===== src/rtl/pboot_pkg.sv =====
package pboot_pkg;

  typedef enum logic [2:0] {
    V_EXECUTE = 3'd0,
    V_SKIP    = 3'd1,
    V_ABORT   = 3'd2,
    V_CHGDEV  = 3'd3,
    V_NEXTDEV = 3'd4,
    V_MEMBOOT = 3'd5,
    V_NOMSG   = 3'd6
  } verdict_t;

  typedef enum logic [2:0] {
    S_IDLE, S_SEND_ID, S_WAIT_MSG, S_WAIT_SIZE, S_LOAD
  } state_t;

  localparam int ID_LEN = 8;

  localparam logic [31:0] CMD_GET_ID = 32'hF003_0003;
  localparam logic [31:0] CMD_BOOT   = 32'hF003_0002;
  localparam logic [31:0] CMD_NEXT   = 32'hFFFF_FFFF;
  localparam logic [15:0] CMD_CHG_HI = 16'hF003;
  localparam logic [7:0]  CMD_CHG_LO = 8'h06;

  // Identification bytes in transmit order
  function automatic logic [7:0] id_byte(input int idx, input logic [7:0] cnt,
                                         input logic [7:0] chan, input logic [7:0] rev);
    case (idx)
      0:       return cnt;
      1:       return 8'h01;
      2:       return 8'h05;
      3:       return 8'h01;
      4:       return 8'h56;
      5:       return 8'h41;
      6:       return chan;
      default: return rev;
    endcase
  endfunction

endpackage


===== src/rtl/pboot_id_tx.sv =====
module pboot_id_tx import pboot_pkg::*; #(
  parameter logic [7:0] ID_COUNT = 8'h04,
  parameter logic [7:0] ID_CHAN  = 8'h07,
  parameter logic [7:0] ID_REV   = 8'h02
) (
  input  logic       clk,
  input  logic       rst,
  input  logic       go,
  output logic       tx_valid,
  output logic [7:0] tx_data,
  input  logic       tx_ready,
  output logic       fin
);
  localparam int IW = $clog2(ID_LEN);

  logic [7:0] rom [ID_LEN];
  logic [IW-1:0] idx;

  for (genvar g = 0; g < ID_LEN; g++) begin : g_rom
    assign rom[g] = id_byte(g, ID_COUNT, ID_CHAN, ID_REV);
  end

  always_ff @(posedge clk) begin
    if (rst) begin
      tx_valid <= 1'b0;
      tx_data  <= 8'h00;
      idx      <= '0;
      fin      <= 1'b0;
    end else begin
      fin <= 1'b0;
      if (go) begin
        tx_valid <= 1'b1;
        tx_data  <= rom[0];
        idx      <= '0;
      end else if (tx_valid && tx_ready) begin
        if (idx == IW'(ID_LEN - 1)) begin
          tx_valid <= 1'b0;
          fin      <= 1'b1;
        end else begin
          idx     <= idx + 1'b1;
          tx_data <= rom[idx + 1'b1];
        end
      end
    end
  end
endmodule


===== src/rtl/pboot_word_asm.sv =====
module pboot_word_asm (
  input  logic        clk,
  input  logic        rst,
  input  logic        clr,
  input  logic        byte_fire,
  input  logic [7:0]  byte_in,
  output logic        word_vld,
  output logic [31:0] word
);
  logic [1:0] cnt;

  always_ff @(posedge clk) begin
    if (rst || clr) begin
      cnt      <= '0;
      word     <= '0;
      word_vld <= 1'b0;
    end else begin
      word_vld <= 1'b0;
      if (byte_fire) begin
        word <= {byte_in, word[31:8]};
        cnt  <= cnt + 1'b1;
        if (cnt == 2'd3) word_vld <= 1'b1;
      end
    end
  end
endmodule


===== src/rtl/pboot_ms_timer.sv =====
module pboot_ms_timer #(
  parameter int CW = 16
) (
  input  logic          clk,
  input  logic          rst,
  input  logic          restart,
  input  logic          tick,
  input  logic [CW-1:0] limit,
  output logic          expired
);
  logic [CW-1:0] cnt;

  always_ff @(posedge clk) begin
    if (rst || restart)               cnt <= '0;
    else if (tick && cnt != limit)    cnt <= cnt + 1'b1;
  end

  assign expired = (cnt == limit);
endmodule


===== src/rtl/pboot_loader.sv =====
module pboot_loader import pboot_pkg::*; #(
  parameter int          MSG_WAIT_MS   = 300,
  parameter int          SIZE_WAIT_MS  = 60000,
  parameter int          IMG_WAIT_MS   = 60000,
  parameter int          MAX_IMG_BYTES = 504 * 1024,
  parameter int          ADDR_W        = 32,
  parameter logic [31:0] RAM_BASE      = 32'h4030_0000,
  parameter logic [7:0]  ID_COUNT      = 8'h04,
  parameter logic [7:0]  ID_CHAN       = 8'h07,
  parameter logic [7:0]  ID_REV        = 8'h02
) (
  input  logic              clk,
  input  logic              rst,
  input  logic              start,
  input  logic              ms_tick,
  input  logic              rx_valid,
  input  logic [7:0]        rx_data,
  output logic              rx_ready,
  output logic              tx_valid,
  output logic [7:0]        tx_data,
  input  logic              tx_ready,
  output logic              ram_we,
  output logic [ADDR_W-1:0] ram_addr,
  output logic [7:0]        ram_wdata,
  output logic              done,
  output logic [2:0]        verdict,
  output logic [7:0]        dev_code
);
  localparam int TMAX_A = (MSG_WAIT_MS > SIZE_WAIT_MS) ? MSG_WAIT_MS : SIZE_WAIT_MS;
  localparam int TMAX   = (TMAX_A > IMG_WAIT_MS) ? TMAX_A : IMG_WAIT_MS;
  localparam int TW     = $clog2(TMAX + 1);
  localparam int RW     = $clog2(MAX_IMG_BYTES + 1);

  state_t            state;
  logic              id_go, id_fin;
  logic              word_vld;
  logic [31:0]       word;
  logic              asm_phase, asm_clr;
  logic              tmr_restart, tmr_expired, timeout;
  logic [TW-1:0]     tmr_limit;
  logic [RW-1:0]     remain;
  logic [ADDR_W-1:0] offset;

  pboot_id_tx #(.ID_COUNT(ID_COUNT), .ID_CHAN(ID_CHAN), .ID_REV(ID_REV)) u_id_tx (
    .clk(clk), .rst(rst), .go(id_go),
    .tx_valid(tx_valid), .tx_data(tx_data), .tx_ready(tx_ready), .fin(id_fin)
  );

  assign asm_phase = (state == S_WAIT_MSG) || (state == S_WAIT_SIZE);
  assign asm_clr   = (state == S_IDLE) || (state == S_SEND_ID);
  assign rx_ready  = (asm_phase && !word_vld) || (state == S_LOAD);

  pboot_word_asm u_asm (
    .clk(clk), .rst(rst), .clr(asm_clr),
    .byte_fire(rx_valid && rx_ready && asm_phase),
    .byte_in(rx_data), .word_vld(word_vld), .word(word)
  );

  always_comb begin
    case (state)
      S_WAIT_MSG:  tmr_limit = TW'(MSG_WAIT_MS);
      S_WAIT_SIZE: tmr_limit = TW'(SIZE_WAIT_MS);
      default:     tmr_limit = TW'(IMG_WAIT_MS);
    endcase
  end

  pboot_ms_timer #(.CW(TW)) u_tmr (
    .clk(clk), .rst(rst), .restart(tmr_restart), .tick(ms_tick),
    .limit(tmr_limit), .expired(tmr_expired)
  );

  // count is stale during the restart cycle
  assign timeout = tmr_expired && !tmr_restart;

  always_ff @(posedge clk) begin
    if (rst) begin
      state       <= S_IDLE;
      id_go       <= 1'b0;
      tmr_restart <= 1'b0;
      done        <= 1'b0;
      verdict     <= 3'd0;
      dev_code    <= 8'h00;
      ram_we      <= 1'b0;
      ram_addr    <= ADDR_W'(RAM_BASE);
      ram_wdata   <= 8'h00;
      remain      <= '0;
      offset      <= '0;
    end else begin
      id_go       <= 1'b0;
      tmr_restart <= 1'b0;
      done        <= 1'b0;
      ram_we      <= 1'b0;
      case (state)
        S_IDLE: begin
          if (start) begin
            state    <= S_SEND_ID;
            id_go    <= 1'b1;
            dev_code <= 8'h00;
          end
        end
        S_SEND_ID: begin
          if (id_fin) begin
            state       <= S_WAIT_MSG;
            tmr_restart <= 1'b1;
          end
        end
        S_WAIT_MSG: begin
          if (word_vld) begin
            if (word == CMD_GET_ID) begin
              state <= S_SEND_ID;
              id_go <= 1'b1;
            end else if (word == CMD_BOOT) begin
              state       <= S_WAIT_SIZE;
              tmr_restart <= 1'b1;
            end else if (word[31:16] == CMD_CHG_HI && word[7:0] == CMD_CHG_LO) begin
              dev_code <= word[15:8];
              verdict  <= V_CHGDEV;
              done     <= 1'b1;
              state    <= S_IDLE;
            end else begin
              verdict <= (word == CMD_NEXT) ? V_NEXTDEV : V_MEMBOOT;
              done    <= 1'b1;
              state   <= S_IDLE;
            end
          end else if (timeout) begin
            verdict <= V_NOMSG;
            done    <= 1'b1;
            state   <= S_IDLE;
          end
        end
        S_WAIT_SIZE: begin
          if (word_vld) begin
            if (word == 32'd0) begin
              verdict <= V_SKIP;
              done    <= 1'b1;
              state   <= S_IDLE;
            end else if (word > 32'(MAX_IMG_BYTES)) begin
              verdict <= V_ABORT;
              done    <= 1'b1;
              state   <= S_IDLE;
            end else begin
              remain      <= word[RW-1:0];
              offset      <= '0;
              state       <= S_LOAD;
              tmr_restart <= 1'b1;
            end
          end else if (timeout) begin
            verdict <= V_ABORT;
            done    <= 1'b1;
            state   <= S_IDLE;
          end
        end
        S_LOAD: begin
          if (rx_valid) begin
            ram_we    <= 1'b1;
            ram_addr  <= ADDR_W'(RAM_BASE) + offset;
            ram_wdata <= rx_data;
            offset    <= offset + 1'b1;
            remain    <= remain - 1'b1;
            if (remain == RW'(1)) begin
              verdict <= V_EXECUTE;
              done    <= 1'b1;
              state   <= S_IDLE;
            end
          end else if (timeout) begin
            verdict <= V_ABORT;
            done    <= 1'b1;
            state   <= S_IDLE;
          end
        end
        default: state <= S_IDLE;
      endcase
    end
  end
endmodule


===== config.mk =====
export PLATFORM = sky130hd
export DESIGN_NAME = pboot_loader
export DESIGN_NICKNAME = d
export VERILOG_FILES = /design/src/rtl/pboot_pkg.sv /design/src/rtl/pboot_id_tx.sv /design/src/rtl/pboot_word_asm.sv /design/src/rtl/pboot_ms_timer.sv /design/src/rtl/pboot_loader.sv
export SDC_FILE = /design/constraint.sdc
export NUM_CORES = 1
export LEC_CHECK = 0
export BUFFER_PORTS_ARGS = -buffer_cell sky130_fd_sc_hd__buf_2
export CAP_MARGIN = 10
export CORE_MARGIN = 4
export CORE_UTILIZATION = 54
export CTS_CLUSTER_SIZE = 16
export DETAILED_ROUTE_END_ITERATION = 8
export HOLD_SLACK_MARGIN = 0.1
export PLACE_DENSITY = 0.83
export SETUP_SLACK_MARGIN = 0.05
export SLEW_MARGIN = 25
export SYNTH_ARGS = -nofsm -noshare
export SYNTH_HDL_FRONTEND = slang
export SYNTH_SLANG_ARGS = --single-unit

===== constraint.sdc =====
create_clock -name clk -period 2.4 [get_ports clk]
set_input_delay 0.12 -clock clk [delete_from_list [all_inputs] [get_ports clk]]
set_output_delay 0.12 -clock clk [all_outputs]
set_load 0.1 [all_outputs]

; Yosys cells after proc, flatten, opt, wreduce, memory -nomap -nowiden
; Memories as Yosys holds them, arrays and structs flattened.
; Cells that the tools add are included.
[word_totals]
reg_bits = 173
latchBits = 0
ramBits = 0
rom_bits = 64
in_bits = 14
output_inout_bits = 63
elab_cells = 171
memories = 1
[memory_table]
columns = name, depth, word_bits, read_ports, rd_clocked_by_memory_dff, write_ports, line
row1 = (name not given), 8, 8, 1, 0, 0, pboot_id_tx.sv:41  ; tx_data <= rom[idx + 1'b1];
[op_classes]
add_sub_neg = 6
n_mul = 0
n_div = 0
n_lt_le_gt_ge = 2
n_eq_ne = 30
shift = 0
muxes = 74
bitwise_logic = 5
n_reduce_logical = 33
[ops]
columns = cell, n
row1 = $mux 32, 4
row2 = $eq 32x32->1 const B, 3
row3 = $mux 19, 4
row4 = $mux 3, 22
row5 = $pmux 32 s2, 1
row6 = $mux 8, 7
row7 = $pmux 19 s2, 1
row8 = $add 31x32->32 const A, 1
row9 = $add 32x1->32 const B, 1
row10 = $gt 32x19->1 const B, 1
row11 = $logic_not 32->1, 1
row12 = $mux 1, 26
row13 = $eq 19x1->1 const B, 1
row14 = $sub 19x1->19 const B, 1
row15 = $add 16x1->16 const B, 1
row16 = $eq 16x16->1, 1
row17 = $eq 16x16->1 const B, 1
row18 = $mux 16, 1
row19 = $ne 16x16->1, 1
row20 = $pmux 8 s2, 1
row21 = $pmux 3 s5, 1
row22 = $ne 2x2->1 const B, 7
row23 = $reduce_and 6->1, 2
row24 = $pmux 3 s3, 1
row25 = 28 further kinds, 59

; Logic depth before layout (Yosys ltp)
[logic_depth]
depth_word = 8
depth_mapped = 8
ltp_nobuf = 8

; Cells and area by module
; A second synthesis with hierarchy kept.
[hier_totals]
hier_cells = 1038
hier_area_um2 = 8678.3
[modules_own_cells]
columns = mod, instances, cells_each, area_per_inst_um2, seq_area_each_um2
row1 = pboot_loader, 1, 747, 5863.1, 2182.1
row2 = pboot_word_asm, 1, 115, 1297.5, 700.7
row3 = pboot_ms_timer, 1, 118, 1024.7, 320.3
row4 = pboot_id_tx, 1, 58, 493.0, 200.2

; Worst setup path after synthesis
; Ideal clock, no wire load.
[synth_timing]
path_type = reg2out
from = register state[1]
to = output rx_ready
arrival_ps = 2728
required_ps = 2280
setup_slack_ps = -448
stages_incl_launch_ff = 4
n_path_buf = 1
path_cell_list = dfxtp_1 clkbuf_1 nand2_1 o21ai_0
[synth_via]
elab_chain_len = 4
word_cells_on_any_way = 6
cone_classes = eq/ne (3) / reduce/logical (3)
[synth_rtl]
columns = element, line
row1 = "start, declared", pboot_loader.sv:34  ; state_t state;
row2 = "start signal, assigned", pboot_loader.sv:77  ; state <= S_IDLE;
row3 = "start signal, assigned", pboot_loader.sv:96  ; state <= S_SEND_ID;
row4 = "start signal, assigned", pboot_loader.sv:103  ; state <= S_WAIT_MSG;
row5 = $eq 3x2->1, pboot_loader.sv:49  ; assign asm_phase = (state == S_WAIT_MSG) || (state == S_WAIT_SIZE);
row6 = $logic_or 1x1->1, pboot_loader.sv:49
row7 = $logic_and 1x1->1, pboot_loader.sv:51  ; assign rx_ready = (asm_phase && !word_vld) || (state == S_LOAD);
row8 = $logic_or 1x1->1 (*), pboot_loader.sv:51
row9 = "end, declared", pboot_loader.sv:18  ; output logic rx_ready,
; Mark *: on every way between the ends. The rest lies on a longest branch, timed or not.

; Worst setup path in the final report
[layout_timing]
from = register u_asm.word[3]
to = register offset[15]
[layout_via]
elab_chain_len = 3
word_cells_on_any_way = 5
cone_classes = order compare (1) / eq/ne (2) / reduce/logical (2)
[layout_rtl]
columns = element, line
row1 = "start, declared", pboot_word_asm.sv:8  ; output logic [31:0] word
row2 = "start signal, assigned", pboot_word_asm.sv:20  ; word <= {byte_in, word[31:8]};
row3 = $gt 32x19->1 or $logic_not 32->1 (tied branches), "pboot_loader.sv:137, pboot_loader.sv:133"
row4 = $ne 2x2->1 (no line), -
row5 = $reduce_and 5->1 (no line) (*), -
row6 = "end signal, assigned", pboot_loader.sv:158  ; offset <= offset + 1'b1;
row7 = "end, declared", pboot_loader.sv:42  ; logic [ADDR_W-1:0] offset;
; Marked as above.
; A chain may end at the register's enable or synchronous reset.

==> results.ini <==
[global_route]
grt_pass1_vias = 7645
antenna_found_initial = 0
track_usage = 0.2550
grt_first_pass_wirelength_um = 37150
grt_max_degree = 53
overflow = 0

[timing]
hold_viol_final = 0
setup_violations = 54
period_share = 1.095
fin_tns_setup_ps = -6933
max-slew-margin-rel = 0.3316
skew_ps = 17.03
hold_ws_ps = 137.7
maxSlewViolCount = 0
layout_min_cycle_time_ps = 2627
worst_pin_slew_ps = 1001
rsz0062_at_grt = yes
fmax_ghz = 0.3806
setup_slack_ps = -227.5

[detailed_routing]
vias = 8899
vias_per_cell = 6.425
wl_per_cell_um = 19.11
drtAntennaViolNets = 0
drc = 0
totalWireLength_um = 26470
drt_first_pass_iters = 6
drtIter0Drc = 1137

[logic_synthesis]
syn-cell-area_um2 = 8335
synthCells = 1066
yosysTopAreaCellShare = 0.4083
synth_top_area_cell = dfxtp_1
avgSynthCellArea_um2 = 7.819
ys_top_cells_by_area = dfxtp_1, nand2_1, a21oi_1
synthesis.yosys.warnings = 0
ys_types = 57
ys_ff_latch = 170
ys_seq_area_frac = 0.4083
synth_edf_count = 0
ys_async_sr_fraction = 0
synthFlopType = dfxtp_1

[cts]
cts-root-buf = clkbuf_16
clk_latency_ps = 450
cts_tree = built
cts_max_path_buffers = 2
clock_sinks = 170
h-tree-depth = 4
path_clk_slew_ps = 70
cts_made_buffers = 17

[critical_path]
endpoint_kind = flip-flop
arrival_ps = 2970
critical_path_class = reg2reg
crit_fanout = 6
critPathSlowestCell = or4_4
critPathLaunchType = flip-flop
crit_chain = or3_4, or4_4, or4_4, a21oi_4, buf_6, buf_12, nor3_2, mux2i_1
cp_data_required_time_ps = 2740
slowest_delay_ps = 510
worstSetupStartpoint = u_asm.word[3]$_SDFFE_PP0P_
rr_startpoint = u_asm.word[3]$_SDFFE_PP0P_
cpMostUsedCell = or4_4
reg2reg_slack_ps = -230

[placement]
gp_congestion = 0.9447
hpwl_um = 14740
placed_area_um2 = 9259
place_inst = 1323
io_buffers = 73

[finish]
fin_area_um2 = 10660
drive_gt1_frac = 0.2189
num-fill-cells = 1076
finalNetCount = 1211
fin_cells = 1385
area.growth.synth_to_final_pct = 27.84
antennaDiodeCount = 0

[flow_run]
maxCapViolations = 0

[floorplanning]
initial_core_util = 0.5504
die_x_um = 132.2
dieArea_um2 = 17490
die_h_um = 132.2
fp-row-count = 45
ios = 77
coreArea_um2 = 15150

[pwr]
ir_drop_uv = 571.3
p_comb_frac = 0.104
leakagePower_uw = 0.003827
p_int_uw = 4431
seq_power_share = 0.464
swShare = 0.2835
p_switching_uw = 1753
power.density_nw_per_um2 = 580.3
clkPwrFrac = 0.432

[worst_hold_path]
min-delay-start = start
min_path_type = in2reg

[run_status]
violations = negative setup slack
outcome = complete, but fails checks

-- metrics by stage --
stage               utilization  setup WS (ps)  total power (µW)
global route             0.7036         -236.2              6359
floorplan                     -         -27.68              3317
CTS                      0.6624         -66.58              6099
detailed placement       0.6113         -99.61              3467
finish                   0.7036         -227.5              6184
global placement         0.6113         -67.39              3459
-- sequential cells by signal, summed over array words and instances (netlist names), 2 cells and up --
| register | flops |
|---|---|
| dev_code | 8 |
| u_id_tx.idx | 3 |
| u_asm.word | 32 |
| ram_addr | 32 |
| u_tmr.cnt | 16 |
| u_asm.cnt | 2 |
| remain | 19 |
| verdict | 3 |
| ram_wdata | 8 |
| state | 3 |
| offset | 32 |
| u_id_tx.tx_data | 5 |
-- repair_timing --
item	CTS	global route
gates resized for setup	10	84
setup endpoints to repair	53	59
hold buffers	10	0
pin swaps	4	21
setup buffers	1	8
gates cloned	2	10
endpoints found under the hold margin	19	0
-- power groups by stage --
stage               Clock [µW]  Sequential (µW)  Combinational [µW]
floorplan                    0             2980                 332
global placement             0             2930                 526
detailed placement           0             2930                 533
CTS                       2660             2870                 572
global route              2800             2870                 682
finish                    2670             2870                 642
-- critical path, delay by kind of cell (launching register included) --
| family | cells | cell delay [ps] |
|---|---|---|
| flops | 1 | 320 |
| simple gates | 4 | 1430 |
| buf+inv | 2 | 330 |
| compound gates | 1 | 200 |
| mux | 1 | 240 |
-- area by class of cell --
type                            instances  area (µm²)  area share
Timing Repair Buffer                  175        1449      0.1360
Clock buffer                           18       429.2     0.04027
Multi-Input combinational cell        800        4930      0.4626
Inverter                               20       75.07    0.007045
Tap cell                              188       235.2     0.02207
Sequential cell                       170        3405      0.3195
Clock inverter                         14       133.9     0.01256
-- cell usage after synthesis (5+ instances only) --
master,number
and3_1,13
xor2_1,17
nand2_1,203
or3_1,11
and4_1,7
xnor2_1,9
mux2i_1,22
nor4b_1,7
a21oi_1,108
nor3_1,41
nor3b_1,5
a211oi_1,9
a31oi_1,5
buf_4,5
inv_1,20
nor4_1,19
clkbuf_1,58
nand3_1,42
nand2b_1,29
o31ai_1,25
ha_1,13
o21ai_0,14
and2_1,10
or4_1,6
nand4_1,38
nor2_1,78
o311ai_0,16
dfxtp_1,170
o32ai_1,5
buf_2,8
-- logic make-up after synthesis --
logic type               count (synthesis)  synth area share
XOR/XNOR                                26           0.02732
other                                    1         0.0004499
buffers and inverters                   98           0.05028
AO/OA/AOI/OAI                          214            0.1629
adder cells (fa/ha/maj)                 13           0.01951
AND/OR/NAND/NOR                        522            0.3049
flip-flops                             170            0.4083
multiplexers                            22           0.02642
-- per-layer routing --
metal	wire length [µm]	GRT usage
met5	0	0
met4	1159	0.1005
met3	2395	0.05458
met2	12450	0.4122
met1	10460	0.3348
-- cell usage in the layout (no fill, tap or decap), types with 10 or more instances in the layout --
master,Yosys,layout
a21oi_1,108,103
and3_1,13,13
buf_2,8,72
buf_4,5,67
clkbuf_16,0,23
dfxtp_1,170,169
dlygate4sd3_1,0,10
ha_1,13,13
inv_1,20,20
mux2i_1,22,22
nand2_1,203,197
nand2b_1,29,27
nand3_1,42,42
nand4_1,38,38
nor2_1,78,78
nor3_1,41,32
nor4_1,19,15
o21ai_0,14,10
o31ai_1,25,20
or3_1,11,10
xor2_1,17,17
-- path summary, 6_finish.rpt --
check / endpoint / depth (start not counted)
setup / recovery: offset[15]$_SDFFE_PP0P_ / 8
hold / removal: state[1]$_SDFFE_PP0P_ / 5
setup reg to reg: offset[15]$_SDFFE_PP0P_ / 8
hold reg to reg: ram_wdata[5]$_SDFFE_PP0P_ / 2
Note: power is estimated with default switching activity, not from simulation.
